[config.mk]
export PLATFORM = sky130hd
export DESIGN_NAME = codec_slot_sched
export DESIGN_NICKNAME = d
export VERILOG_FILES = /design/src/rtl/codec_sched_pkg.sv /design/src/rtl/sched_fifo.sv /design/src/rtl/slot_timer.sv /design/src/rtl/codec_stream.sv /design/src/rtl/cmd_channel.sv /design/src/rtl/codec_slot_sched.sv
export SDC_FILE = /design/constraint.sdc
export NUM_CORES = 1
export LEC_CHECK = 0
export ABC_CLOCK_PERIOD_IN_PS = 4000
export BUFFER_PORTS_ARGS = -buffer_cell sky130_fd_sc_hd__buf_2
export CAP_MARGIN = 20
export CORE_ASPECT_RATIO = 2
export CORE_MARGIN = 4
export CORE_UTILIZATION = 35
export CTS_BUF_LIST = sky130_fd_sc_hd__clkbuf_8
export CTS_CLUSTER_DIAMETER = 50
export DETAILED_ROUTE_END_ITERATION = 6
export PLACE_DENSITY = 0.57
export SLEW_MARGIN = 15
export SYNTH_ARGS = -nofsm -noshare
export SYNTH_HDL_FRONTEND = slang
export SYNTH_SLANG_ARGS = --single-unit
[constraint.sdc]
create_clock -name clk -period 4 [get_ports clk]
set_clock_uncertainty 0.1 [all_clocks]
set_input_delay 0 -clock clk [delete_from_list [all_inputs] [get_ports clk]]
set_output_delay 0 -clock clk [all_outputs]
set_load 0.01 [all_outputs]
[src/rtl/codec_sched_pkg.sv]
package codec_sched_pkg;

   localparam int unsigned HOST_AW = 3;
   localparam int unsigned HOST_DW = 32;

   typedef enum logic [HOST_AW-1:0] {
      SEL_CTRL = 3'd0,
      SEL_AUD  = 3'd1,
      SEL_TEL  = 3'd2,
      SEL_CMD  = 3'd3,
      SEL_STAT = 3'd4
   } host_sel_e;

   localparam int unsigned CTL_TEL_LO = 8;
   localparam int unsigned CTL_EN     = 16;
   localparam int unsigned CTL_LOOP   = 17;
   localparam int unsigned CTL_IE_LO  = 18;

   localparam int unsigned ST_WR_DONE = 16;
   localparam int unsigned ST_RD_DONE = 17;

   // bit 0 is the transmit request
   typedef struct packed {
      logic ovr;
      logic unr;
      logic rx_ne;
      logic tx_nf;
      logic rx_req;
      logic tx_req;
   } stream_stat_t;

endpackage

[src/rtl/sched_fifo.sv]
module sched_fifo #(
   parameter int unsigned W     = 12,
   parameter int unsigned DEPTH = 8
) (
   input  logic         clk,
   input  logic         rst_n,
   input  logic         push,
   input  logic [W-1:0] din,
   input  logic         pop,
   output logic [W-1:0] dout,
   output logic [$clog2(DEPTH):0] count,
   output logic         full,
   output logic         empty
);
   localparam int unsigned AW = $clog2(DEPTH);
   localparam int unsigned CW = AW + 1;

   generate
      if ((1 << AW) != DEPTH) begin : g_bad_depth
         $error("sched_fifo: DEPTH must be a power of two");
      end
   endgenerate

   logic [W-1:0]  mem [DEPTH];
   logic [AW-1:0] wp, rp;
   logic [CW-1:0] cnt;
   logic          do_push, do_pop;

   assign full    = (cnt == CW'(DEPTH));
   assign empty   = (cnt == '0);
   assign do_push = push && !full;
   assign do_pop  = pop && !empty;
   assign dout    = mem[rp];
   assign count   = cnt;

   always_ff @(posedge clk or negedge rst_n) begin
      if (!rst_n) begin
         wp  <= '0;
         rp  <= '0;
         cnt <= '0;
      end else begin
         if (do_push) wp <= wp + 1'b1;
         if (do_pop)  rp <= rp + 1'b1;
         cnt <= cnt + CW'(do_push) - CW'(do_pop);
      end
   end

   always_ff @(posedge clk) begin
      if (do_push) mem[wp] <= din;
   end

   AST_FIFO_BOUND: assert property (@(posedge clk) disable iff (!rst_n)
      cnt <= CW'(DEPTH));
   AST_FIFO_NO_UNDERFLOW: assert property (@(posedge clk) disable iff (!rst_n)
      empty && !push |=> empty);

endmodule

[src/rtl/slot_timer.sv]
module slot_timer #(
   parameter int unsigned DIV_W   = 7,
   parameter int unsigned MIN_DIV = 6,
   parameter int unsigned UNIT    = 32
) (
   input  logic             clk,
   input  logic             rst_n,
   input  logic             en,
   input  logic [DIV_W-1:0] div,
   output logic             tick
);
   localparam int unsigned UB    = $clog2(UNIT);
   localparam int unsigned CNT_W = DIV_W + UB;

   generate
      if ((1 << UB) != UNIT) begin : g_bad_unit
         $error("slot_timer: UNIT must be a power of two");
      end
      if (MIN_DIV < 1 || MIN_DIV >= (1 << DIV_W)) begin : g_bad_min
         $error("slot_timer: MIN_DIV out of range");
      end
   endgenerate

   logic [DIV_W-1:0] eff_div;
   logic [CNT_W-1:0] limit, cnt;

   assign eff_div = (div < DIV_W'(MIN_DIV)) ? DIV_W'(MIN_DIV) : div;
   assign limit   = (CNT_W'(eff_div) << UB) - CNT_W'(1);
   assign tick    = en && (cnt == limit);

   always_ff @(posedge clk or negedge rst_n) begin
      if (!rst_n)            cnt <= '0;
      else if (!en)          cnt <= '0;
      else if (cnt >= limit) cnt <= '0;
      else                   cnt <= cnt + 1'b1;
   end

endmodule

[src/rtl/codec_stream.sv]
module codec_stream
   import codec_sched_pkg::*;
#(
   parameter int unsigned SW    = 12,
   parameter int unsigned DEPTH = 8
) (
   input  logic          clk,
   input  logic          rst_n,
   input  logic          tick,
   input  logic          loop_en,
   input  logic          host_push,
   input  logic [SW-1:0] host_sample,
   input  logic          host_pop,
   input  logic          clr_unr,
   input  logic          clr_ovr,
   input  logic [SW-1:0] rx_in,
   output logic          strobe,
   output logic [SW-1:0] tx_sample,
   output logic [SW-1:0] rx_head,
   output stream_stat_t  stat
);
   localparam int unsigned CW   = $clog2(DEPTH) + 1;
   localparam int unsigned HALF = DEPTH / 2;

   logic [SW-1:0] tx_head, rx_din, tx_q;
   logic [CW-1:0] tx_cnt, rx_cnt;
   logic          tx_full, tx_empty, rx_full, rx_empty;
   logic          strobe_q, unr_q, ovr_q;

   sched_fifo #(.W(SW), .DEPTH(DEPTH)) u_tx (
      .clk(clk), .rst_n(rst_n),
      .push(host_push), .din(host_sample),
      .pop(tick), .dout(tx_head),
      .count(tx_cnt), .full(tx_full), .empty(tx_empty)
   );

   assign rx_din = loop_en ? tx_q : rx_in;

   sched_fifo #(.W(SW), .DEPTH(DEPTH)) u_rx (
      .clk(clk), .rst_n(rst_n),
      .push(strobe_q), .din(rx_din),
      .pop(host_pop), .dout(rx_head),
      .count(rx_cnt), .full(rx_full), .empty(rx_empty)
   );

   always_ff @(posedge clk or negedge rst_n) begin
      if (!rst_n) begin
         strobe_q <= 1'b0;
         tx_q     <= '0;
         unr_q    <= 1'b0;
         ovr_q    <= 1'b0;
      end else begin
         strobe_q <= tick;
         if (tick && !tx_empty) tx_q <= tx_head;
         if (tick && tx_empty)  unr_q <= 1'b1;
         else if (clr_unr)      unr_q <= 1'b0;
         if (strobe_q && rx_full) ovr_q <= 1'b1;
         else if (clr_ovr)        ovr_q <= 1'b0;
      end
   end

   assign strobe      = strobe_q;
   assign tx_sample   = tx_q;
   assign stat.tx_req = (tx_cnt <= CW'(HALF));
   assign stat.rx_req = (rx_cnt >= CW'(HALF));
   assign stat.tx_nf  = !tx_full;
   assign stat.rx_ne  = !rx_empty;
   assign stat.unr    = unr_q;
   assign stat.ovr    = ovr_q;

   AST_SLOT_PULSE: assert property (@(posedge clk) disable iff (!rst_n)
      strobe_q |=> !strobe_q);
   AST_UNDERRUN_REPEAT: assert property (@(posedge clk) disable iff (!rst_n)
      tick && tx_empty |=> $stable(tx_q) && unr_q);
   AST_OVERRUN_DROP: assert property (@(posedge clk) disable iff (!rst_n)
      strobe_q && rx_full && !host_pop |=> rx_full && ovr_q);

endmodule

[src/rtl/cmd_channel.sv]
module cmd_channel #(
   parameter int unsigned CMD_W = 21,
   parameter int unsigned DW    = 16,
   parameter int unsigned DEPTH = 4
) (
   input  logic             clk,
   input  logic             rst_n,
   input  logic             en,
   input  logic             push,
   input  logic [CMD_W-1:0] cmd_in,
   input  logic             ack,
   input  logic [DW-1:0]    rdata_in,
   input  logic             clr_wr,
   input  logic             clr_rd,
   output logic             req,
   output logic [CMD_W-1:0] word,
   output logic             wr_done,
   output logic             rd_done,
   output logic [DW-1:0]    rd_data
);
   localparam int unsigned RW_BIT = DW;

   generate
      if (CMD_W <= DW + 1) begin : g_bad_cmd
         $error("cmd_channel: CMD_W too small for data and direction");
      end
   endgenerate

   logic [CMD_W-1:0]          head;
   logic [$clog2(DEPTH):0]    cnt;
   logic                      full, empty, issue, finish;

   assign issue  = en && !req && !empty;
   assign finish = req && ack;

   sched_fifo #(.W(CMD_W), .DEPTH(DEPTH)) u_q (
      .clk(clk), .rst_n(rst_n),
      .push(push), .din(cmd_in),
      .pop(issue), .dout(head),
      .count(cnt), .full(full), .empty(empty)
   );

   logic unused_cmdq;
   assign unused_cmdq = ^{cnt, full};

   always_ff @(posedge clk or negedge rst_n) begin
      if (!rst_n) begin
         req     <= 1'b0;
         word    <= '0;
         wr_done <= 1'b0;
         rd_done <= 1'b0;
         rd_data <= '0;
      end else begin
         if (issue) begin
            req  <= 1'b1;
            word <= head;
         end else if (finish) begin
            req <= 1'b0;
         end
         if (finish && word[RW_BIT])       wr_done <= 1'b1;
         else if (clr_wr)                  wr_done <= 1'b0;
         if (finish && !word[RW_BIT]) begin
            rd_done <= 1'b1;
            rd_data <= rdata_in;
         end else if (clr_rd) begin
            rd_done <= 1'b0;
         end
      end
   end

   AST_CMD_HOLD: assert property (@(posedge clk) disable iff (!rst_n)
      req && !ack |=> req && $stable(word));
   AST_WR_COMPLETE: assert property (@(posedge clk) disable iff (!rst_n)
      req && ack && word[RW_BIT] |=> wr_done && !req);
   AST_RD_COMPLETE: assert property (@(posedge clk) disable iff (!rst_n)
      req && ack && !word[RW_BIT] |=> rd_done && (rd_data == $past(rdata_in)));

endmodule

[src/rtl/codec_slot_sched.sv]
module codec_slot_sched
   import codec_sched_pkg::*;
#(
   parameter int unsigned DEPTH     = 8,
   parameter int unsigned CMD_DEPTH = 4,
   parameter int unsigned DIV_W     = 7,
   parameter int unsigned UNIT      = 32,
   parameter int unsigned AUD_MIN   = 6,
   parameter int unsigned TEL_MIN   = 16,
   parameter int unsigned AUD_SW    = 12,
   parameter int unsigned TEL_SW    = 14,
   parameter int unsigned REG_DW    = 16,
   parameter int unsigned REG_AW    = 4
) (
   input  logic               clk,
   input  logic               rst_n,
   input  logic               host_we,
   input  logic               host_re,
   input  logic [2:0]         host_addr,
   input  logic [31:0]        host_wdata,
   output logic [31:0]        host_rdata,
   output logic               irq,
   output logic               aud_strobe,
   output logic [11:0]        aud_tx_sample,
   input  logic [11:0]        aud_rx_sample,
   output logic               tel_strobe,
   output logic [13:0]        tel_tx_sample,
   input  logic [13:0]        tel_rx_sample,
   output logic               cmd_req,
   output logic [20:0]        cmd_word,
   input  logic               cmd_ack,
   input  logic [15:0]        cmd_rdata
);
   localparam int unsigned AUD_LSB = REG_DW - AUD_SW;
   localparam int unsigned TEL_LSB = REG_DW - TEL_SW;
   localparam int unsigned CMD_W   = REG_DW + 1 + REG_AW;

   generate
      if (AUD_SW > REG_DW || TEL_SW > REG_DW) begin : g_bad_sw
         $error("codec_slot_sched: sample wider than data field");
      end
      if (CMD_W > CTL_IE_LO + 4 + 10) begin : g_bad_cmdw
         $error("codec_slot_sched: command word exceeds host width");
      end
   endgenerate

   // control fields
   logic [DIV_W-1:0] aud_div_q, tel_div_q;
   logic             en_q, loop_q;
   logic [3:0]       ie_q;

   logic wr_ctrl, wr_stat, wr_aud, wr_tel, wr_cmd, rd_aud, rd_tel;
   assign wr_ctrl = host_we && (host_addr == SEL_CTRL);
   assign wr_stat = host_we && (host_addr == SEL_STAT);
   assign wr_aud  = host_we && (host_addr == SEL_AUD);
   assign wr_tel  = host_we && (host_addr == SEL_TEL);
   assign wr_cmd  = host_we && (host_addr == SEL_CMD);
   assign rd_aud  = host_re && (host_addr == SEL_AUD);
   assign rd_tel  = host_re && (host_addr == SEL_TEL);

   always_ff @(posedge clk or negedge rst_n) begin
      if (!rst_n) begin
         aud_div_q <= DIV_W'(AUD_MIN);
         tel_div_q <= DIV_W'(TEL_MIN);
         en_q      <= 1'b0;
         loop_q    <= 1'b0;
         ie_q      <= '0;
      end else if (wr_ctrl) begin
         aud_div_q <= host_wdata[DIV_W-1:0];
         tel_div_q <= host_wdata[CTL_TEL_LO +: DIV_W];
         en_q      <= host_wdata[CTL_EN];
         loop_q    <= host_wdata[CTL_LOOP];
         ie_q      <= host_wdata[CTL_IE_LO +: 4];
      end
   end

   logic unused_wdata;
   assign unused_wdata = ^{host_wdata[31:CTL_IE_LO+4], host_wdata[CTL_TEL_LO-1:DIV_W]};

   // slot timers
   logic aud_tick, tel_tick;

   slot_timer #(.DIV_W(DIV_W), .MIN_DIV(AUD_MIN), .UNIT(UNIT)) u_aud_timer (
      .clk(clk), .rst_n(rst_n), .en(en_q), .div(aud_div_q), .tick(aud_tick)
   );
   slot_timer #(.DIV_W(DIV_W), .MIN_DIV(TEL_MIN), .UNIT(UNIT)) u_tel_timer (
      .clk(clk), .rst_n(rst_n), .en(en_q), .div(tel_div_q), .tick(tel_tick)
   );

   // streams
   stream_stat_t      aud_st, tel_st;
   logic [AUD_SW-1:0] aud_head;
   logic [TEL_SW-1:0] tel_head;

   codec_stream #(.SW(AUD_SW), .DEPTH(DEPTH)) u_aud (
      .clk(clk), .rst_n(rst_n), .tick(aud_tick), .loop_en(loop_q),
      .host_push(wr_aud), .host_sample(host_wdata[AUD_LSB +: AUD_SW]),
      .host_pop(rd_aud), .clr_unr(wr_stat && host_wdata[4]),
      .clr_ovr(wr_stat && host_wdata[5]), .rx_in(aud_rx_sample),
      .strobe(aud_strobe), .tx_sample(aud_tx_sample),
      .rx_head(aud_head), .stat(aud_st)
   );

   codec_stream #(.SW(TEL_SW), .DEPTH(DEPTH)) u_tel (
      .clk(clk), .rst_n(rst_n), .tick(tel_tick), .loop_en(loop_q),
      .host_push(wr_tel), .host_sample(host_wdata[TEL_LSB +: TEL_SW]),
      .host_pop(rd_tel), .clr_unr(wr_stat && host_wdata[12]),
      .clr_ovr(wr_stat && host_wdata[13]), .rx_in(tel_rx_sample),
      .strobe(tel_strobe), .tx_sample(tel_tx_sample),
      .rx_head(tel_head), .stat(tel_st)
   );

   // command channel
   logic              wr_done, rd_done;
   logic [REG_DW-1:0] rd_data;

   cmd_channel #(.CMD_W(CMD_W), .DW(REG_DW), .DEPTH(CMD_DEPTH)) u_cmd (
      .clk(clk), .rst_n(rst_n), .en(en_q),
      .push(wr_cmd), .cmd_in(host_wdata[CMD_W-1:0]),
      .ack(cmd_ack), .rdata_in(cmd_rdata),
      .clr_wr(wr_stat && host_wdata[ST_WR_DONE]),
      .clr_rd(wr_stat && host_wdata[ST_RD_DONE]),
      .req(cmd_req), .word(cmd_word),
      .wr_done(wr_done), .rd_done(rd_done), .rd_data(rd_data)
   );

   // status, read mux, interrupt
   logic [31:0] status;
   logic [3:0]  req_vec;

   assign status  = {14'd0, rd_done, wr_done, 2'd0, tel_st, 2'd0, aud_st};
   assign req_vec = {tel_st.rx_req, tel_st.tx_req, aud_st.rx_req, aud_st.tx_req};
   assign irq     = en_q && |(req_vec & ie_q);

   always_comb begin
      host_rdata = '0;
      case (host_addr)
         SEL_CTRL: begin
            host_rdata[DIV_W-1:0]             = aud_div_q;
            host_rdata[CTL_TEL_LO +: DIV_W]   = tel_div_q;
            host_rdata[CTL_EN]                = en_q;
            host_rdata[CTL_LOOP]              = loop_q;
            host_rdata[CTL_IE_LO +: 4]        = ie_q;
         end
         SEL_AUD:  if (aud_st.rx_ne) host_rdata[AUD_LSB +: AUD_SW] = aud_head;
         SEL_TEL:  if (tel_st.rx_ne) host_rdata[TEL_LSB +: TEL_SW] = tel_head;
         SEL_CMD:  host_rdata[REG_DW-1:0] = rd_data;
         SEL_STAT: host_rdata = status;
         default:  host_rdata = '0;
      endcase
   end

   AST_IDLE_WHEN_OFF: assert property (@(posedge clk) disable iff (!rst_n)
      !en_q |=> !aud_strobe || $past(aud_tick));
   AST_IRQ_GATED: assert property (@(posedge clk) disable iff (!rst_n)
      !en_q |-> !irq);
   AST_NO_ISSUE_OFF: assert property (@(posedge clk) disable iff (!rst_n)
      !en_q && !cmd_req |=> !cmd_req);

endmodule

# Word level (Yosys, flattened, before mapping)
# Memories as Yosys holds them, arrays and structs flattened. A register that Yosys moved wholly into a read port is not among the register bits.
# Cells that the tools add are included.
# word_totals
register_bits	116
ramBits	500
inputBits	82
output_inout_bits	83
elab_cells	186
mem_count	5
# mem_list
name	words	width	rd	rd_clocked_by_memory_dff	write_ports	line_no	source
u_tel.u_rx.mem	8	14	1	0	1	sched_fifo.sv:24	logic [W-1:0] mem [DEPTH];
u_tel.u_tx.mem	8	14	1	1	1	sched_fifo.sv:24	
u_aud.u_rx.mem	8	12	1	0	1	sched_fifo.sv:24	
u_aud.u_tx.mem	8	12	1	1	1	sched_fifo.sv:24	
u_cmd.u_q.mem	4	21	1	1	1	sched_fifo.sv:24	
# op_classes
n_addsub	24
magnitude_cmp	8
n_eq_ne	11
mux	41
bitwise	1
reduce_logical	64
# op_table
cell	n
12-bit 2-to-1 mux	6
1-bit logical AND	35
7-bit one-hot mux with 5 select lines	1
14-bit 2-to-1 mux	2
12-bit by 1-bit adder with 12-bit output (second input constant)	2
3-bit by 1-bit adder with 3-bit output (second input constant)	8
12-bit == test	2
12-bit >= comparator	2
1-bit 2-to-1 mux	24
12-bit by 1-bit subtractor with 12-bit output (second input constant)	2
4-bit by 1-bit adder with 4-bit output	4
4-bit == test (second input constant)	4
4-bit zero test	4
4-bit by 1-bit subtractor with 4-bit output	4
1-bit zero test	15
3-bit one-hot mux with 5 select lines	1
7-bit 2-to-1 mux	2
2-bit nonzero test	7
6-bit one-hot mux with 2 select lines	1
4-bit by 3-bit >= comparator with 1-bit output (second input constant)	2
4-bit by 3-bit <= comparator with 1-bit output (second input constant)	2
2-bit one-hot mux with 4 select lines	1
7-bit by 3-bit < comparator with 1-bit output (second input constant)	1
7-bit by 5-bit < comparator with 1-bit output (second input constant)	1
other kinds (11)	16

# Logic depth before layout (Yosys ltp)
# logic_depth
depth_word	7
mapped_depth	18
mapped_depth_nobuf	16

# By module
# From an unflattened synthesis, not the netlist that was laid out.
# hier_totals
hier_cells	1531
area_unflattened_um2	28451.0
# by_module_without_submodules
mod	n_inst	cells_each	area_each_um2
sched_fifo (u_tel.u_rx ...)	2	219	4800.9
sched_fifo (u_aud.u_rx ...)	2	196	4279.1
sched_fifo (u_cmd.u_q)	1	151	3537.1
codec_slot_sched	1	148	1620.3
cmd_channel	1	89	1524.0
slot_timer (u_tel_timer)	1	97	985.9
slot_timer (u_aud_timer)	1	99	938.4
codec_stream (u_tel)	1	62	895.9
codec_stream (u_aud)	1	55	789.5

# Worst setup path after synthesis
# OpenSTA, ideal clock, no wires.
# synth_timing
kind	reg2reg
from	reg tel_div_q[5]
to	reg u_tel.u_tx.cnt[2], in the netlist u_tel.u_tx.count[2]
arrival_ns	3.552
slack_ns	0.226
stages_incl_launch_ff	19
path_cell_list	dfrtp_1 > or3_1 > nand2_1 > ha_1 > nand2_1 > nor3_1 > a211oi_1 > ha_1 > nand4_1 > nor4_4 > and2_1 > buf_4 > buf_4 > ha_1 > inv_1 > ha_1 > inv_1 > fa_1 > xnor2_1
# synth_via
elab_chain_cells	7
# synth_rtl
item	line_no	source
start: declaration	codec_slot_sched.sv:48	logic [DIV_W-1:0] aud_div_q, tel_div_q;
start signal: assignment	codec_slot_sched.sv:64	tel_div_q <= DIV_W'(TEL_MIN);
start signal: assignment	codec_slot_sched.sv:70	tel_div_q <= host_wdata[CTL_TEL_LO +: DIV_W];
7-bit by 5-bit < comparator with 1-bit output	slot_timer.sv:27	assign eff_div = (div < DIV_W'(MIN_DIV)) ? DIV_W'(MIN_DIV) : div;
7-bit 2-to-1 mux *	slot_timer.sv:27	
12-bit by 1-bit subtractor with 12-bit output *	slot_timer.sv:28	assign limit = (CNT_W'(eff_div) << UB) - CNT_W'(1);
12-bit == test *	slot_timer.sv:29	assign tick = en && (cnt == limit);
1-bit logical AND *	slot_timer.sv:29	
1-bit logical AND *	sched_fifo.sv:32	assign do_pop = pop && !empty;
net u_tel.u_tx.do_pop	sched_fifo.sv:27	logic do_push, do_pop;
4-bit by 1-bit subtractor with 4-bit output *	sched_fifo.sv:44	cnt <= cnt + CW'(do_push) - CW'(do_pop);
end signal: assignment	sched_fifo.sv:44	
end: declaration	sched_fifo.sv:26	logic [CW-1:0] cnt;
# The timed path passes the listed nets; every way through them passes the cells marked *.
# A chain may end at the register's enable or synchronous reset.

# Worst setup path in the final report
# layout_timing
from	reg tel_div_q[5]
to	reg u_tel.u_tx.cnt[2], in the netlist u_tel.u_tx.count[2]
# layout_via
elab_chain_cells	7
# layout_rtl
item	line_no
7-bit by 5-bit < comparator with 1-bit output	slot_timer.sv:27
7-bit 2-to-1 mux *	slot_timer.sv:27
12-bit by 1-bit subtractor with 12-bit output *	slot_timer.sv:28
12-bit == test *	slot_timer.sv:29
1-bit logical AND *	slot_timer.sv:29
1-bit logical AND *	sched_fifo.sv:32
4-bit by 1-bit subtractor with 4-bit output *	sched_fifo.sv:44
# Mark *: on every way between the ends. The rest lies on a longest branch, timed or not.

==> impl_metrics.toml <==
[timing]
worst_slack_ns = 0.277
final_max_slew_viol_count = 0
min_period_ns = 3.72
fin_setup_tns_ns = 0
max_slew.worst_pin.slew_ns = 1.13
slew_headroom_pct = 24.4
rsz0062_at_grt = "no"
hold_violations = 0
hold_ws_ns = 0.0769
post-route-period-util_pct = 93.1
setup_viol = 0
fmax_mhz = 269

[placement]
numPortBuffers = 144
dp_hpwl_um = 51900
place_ws_ns = 0.183
gp_congestion = 0.824

[route]
dr.pass1.iters = 5
ant_nets = 0
avgRoutedWirePerCell_um = 24.7
drt_wl_total_um = 73500
drc = 0
vias_per_cell = 5.07
vias = 15100
first_iter_violations = 905

[pwr]
switching_power_mw = 5.16
power.share.clock_pct = 29.4
power.density_nw_per_um2 = 541
pwr-share-comb_pct = 20.9
power_frac_seq_pct = 49.7
p_int_mw = 12.4
worst_ir_drop_vdd_mv = 0.248
p_leak_nw = 12.0
power.switching_fraction_pct = 29.4

[critical_path]
startpoint = "tel_div_q[5]"
end_kind = "register"
cp_max_fo = 7
path_class = "reg -> reg"
r2r-start = "tel_div_q[5]"
r2r_cells = 16
critPathLaunchType = "register"
worstPathArrival_ns = 4.21
critPathRequiredTime_ns = 4.49

[die]
ios = 165
chipHeight_um = 404
core_sq_um = 77300
rows = 144
die_w_um = 206
initial_core_util_pct = 35.4
die_area_sq_um = 83000

[outcome]
outcome = "finished, final reports clean"

[yosys]
ys_types = 62
ys_warn_count = 0
syn_inst = 1528
synthFlopType = "edfxtp_1"
ys_top_cells_by_area = "edfxtp_1 55%, dfrtp_1 15%, mux4_2 10%, mux2_2 4.8%, ha_1 2.7%"
ys_ff_latch = 663
synth_top_cell_area_share_pct = 54.8
synth_edf_count = 500
yosysMostFrequentCell = "edfxtp_1"
ys_seq_area_share_pct = 69.7
avgSynthCellArea_sq_um = 17.9
async_flop_share_pct = 24.6
synthesis.area_sq_um = 27400
synth_largest_area_cell = "edfxtp_1"
synth_commonest_cells = "500 x edfxtp_1, 160 x dfrtp_1, 122 x mux4_2"

[clock_network]
htree_levels = 3
numCtsBuffers = 90
clk_pin_slew_ns = 0.07
cts_tree = "built"
cts_num_sinks = 663
clockBufferDepth = 3
clkLatencyLatePin_ns = 0.71
clock-root-buffer = "clkbuf_8"

[final_layout]
syn_to_final_growth_pct = 18.8
nFillCells = 6929
fin_nets = 2017
layout-drive-gt1-share_pct = 31.3

[global_routing]
grt_max_degree = 92
grt_overflow_total = 0
antenna_found_initial = 4
gr-usage-all-layers_pct = 17.8
grt_pass1_wl_um = 108000
grt_pass1_vias = 16500

[min_path]
hold_depth = 2
hold_start = "host_wdata[16]"
hp-class = "in -> reg"

[flow_run]
cap_violations = 0
==> per-stage QoR <==
stage	instances	power (mW)	util [%]	instance area [sq um]
after floorplan	1537	11.1	-	27400
after global placement	2698	12.4	38.3	29600
after detailed placement	2699	12.5	38.3	29600
after CTS	2968	17.8	42.0	32500
after global routing	2971	18.5	42.1	32500
final	2972	17.6	42.1	32500
==> cells in the final DEF, fill, tap and decap left out, types with 59 or more instances in the layout <==
| cell type | Yosys | layout |
|---|---|---|
| buf_2 | 24 | 143 |
| buf_4 | 15 | 66 |
| clkbuf_8 | 0 | 101 |
| dfrtp_1 | 160 | 158 |
| dlygate4sd3_1 | 0 | 99 |
| edfxtp_1 | 500 | 500 |
| ha_1 | 60 | 59 |
| inv_1 | 48 | 77 |
| mux2_2 | 116 | 116 |
| mux4_2 | 122 | 122 |
| nand2_1 | 63 | 63 |
| nor2_1 | 61 | 60 |
==> power groups by stage <==
stage / Sequential [mW] / Combinational, mW / Clock [mW]
6_report: 8.73 / 3.68 / 5.17
5_1_grt: 8.82 / 4.01 / 5.66
4_1_cts: 8.74 / 3.76 / 5.34
3_5_place_dp: 8.88 / 3.65 / 0
3_3_place_gp: 8.85 / 3.57 / 0
2_1_floorplan: 8.48 / 2.60 / 0
==> routing by layer <==
metal,global-route usage (%),up-vias,wire length [um]
met5,0,-,8
li1,-,6612,-
met3,3.01,110,3060
met1,19.7,7922,27100
met2,33.5,414,40600
met4,6.81,2,2800
==> critical path, cell delays in order, from the launching register on <==
cell and delay [ns]:
dfrtp_1 0.45, or3_4 0.43, nand2_1 0.10, ha_2 0.21, nand2_1 0.08, nor3_1 0.16, a211oi_1 0.09, ha_1 0.30
nand4_1 0.17, nor4_4 0.31, and2_1 0.20, ha_1 0.23, inv_1 0.05, ha_1 0.15, inv_1 0.06, fa_1 0.37
xnor2_1 0.14
==> path summary, 6_finish.rpt <==
check | endpoint | slack, ns
worst min register to register | u_aud_timer.cnt[0] | 0.38
worst max register to register | u_tel.u_tx.count[2] | 0.28
worst min-delay path | u_cmd.u_q.mem[3][16] | 0.08
worst max-delay path | u_tel.u_tx.count[2] | 0.28
min in group asynchronous | tel_div_q[4] | 0.30
max in group asynchronous | ie_q[0] | 2.91
==> cell type report <==
cell class / instances / area, sq um / share of cell area [%]
diodes: 3 / 7.51 / 0.0231
clock buffers: 100 / 1380 / 4.23
clock inverters: 69 / 435 / 1.34
inverters: 49 / 184 / 0.566
multi-input cells: 753 / 7840 / 24.1
flip-flops and latches: 663 / 19100 / 58.7
well taps: 1022 / 1280 / 3.93
repair buffers: 313 / 2300 / 7.07
==> cells by family (layout without fill, tap and decap cells) <==
group	Yosys count	in the layout	share of synthesized area (%)
AO/OA/AOI/OAI	114	114	2.75
XOR/XNOR	51	51	1.63
flip-flops	663	663	69.7
adder cells (fa/ha/maj)	65	65	3.11
other	1	13	0.0137
AND/OR/NAND/NOR	234	234	4.19
buffers and inverters	121	531	2.08
multiplexers	279	279	16.5
==> what timing repair did <==
item	CTS	global route
hold buffers	100	0
buffers inserted	0	0
gates resized for setup	0	4
setup endpoints to repair	0	6
endpoints found under the hold margin	723	0
==> sequential cells by signal, summed over array words and instances (netlist names), 7 cells and up <==
name and count:
u_aud_timer.cnt 12, u_cmd.u_q.mem 84, u_aud.u_rx.mem 96, u_aud.tx_sample 12, u_cmd.word 21, u_tel.tx_sample 14
u_tel.u_rx.mem 112, u_aud.u_tx.mem 96, tel_div_q 7, u_cmd.rd_data 16, u_tel_timer.cnt 12, u_tel.u_tx.mem 112
aud_div_q 7
(Power assumes the default switching activity.)
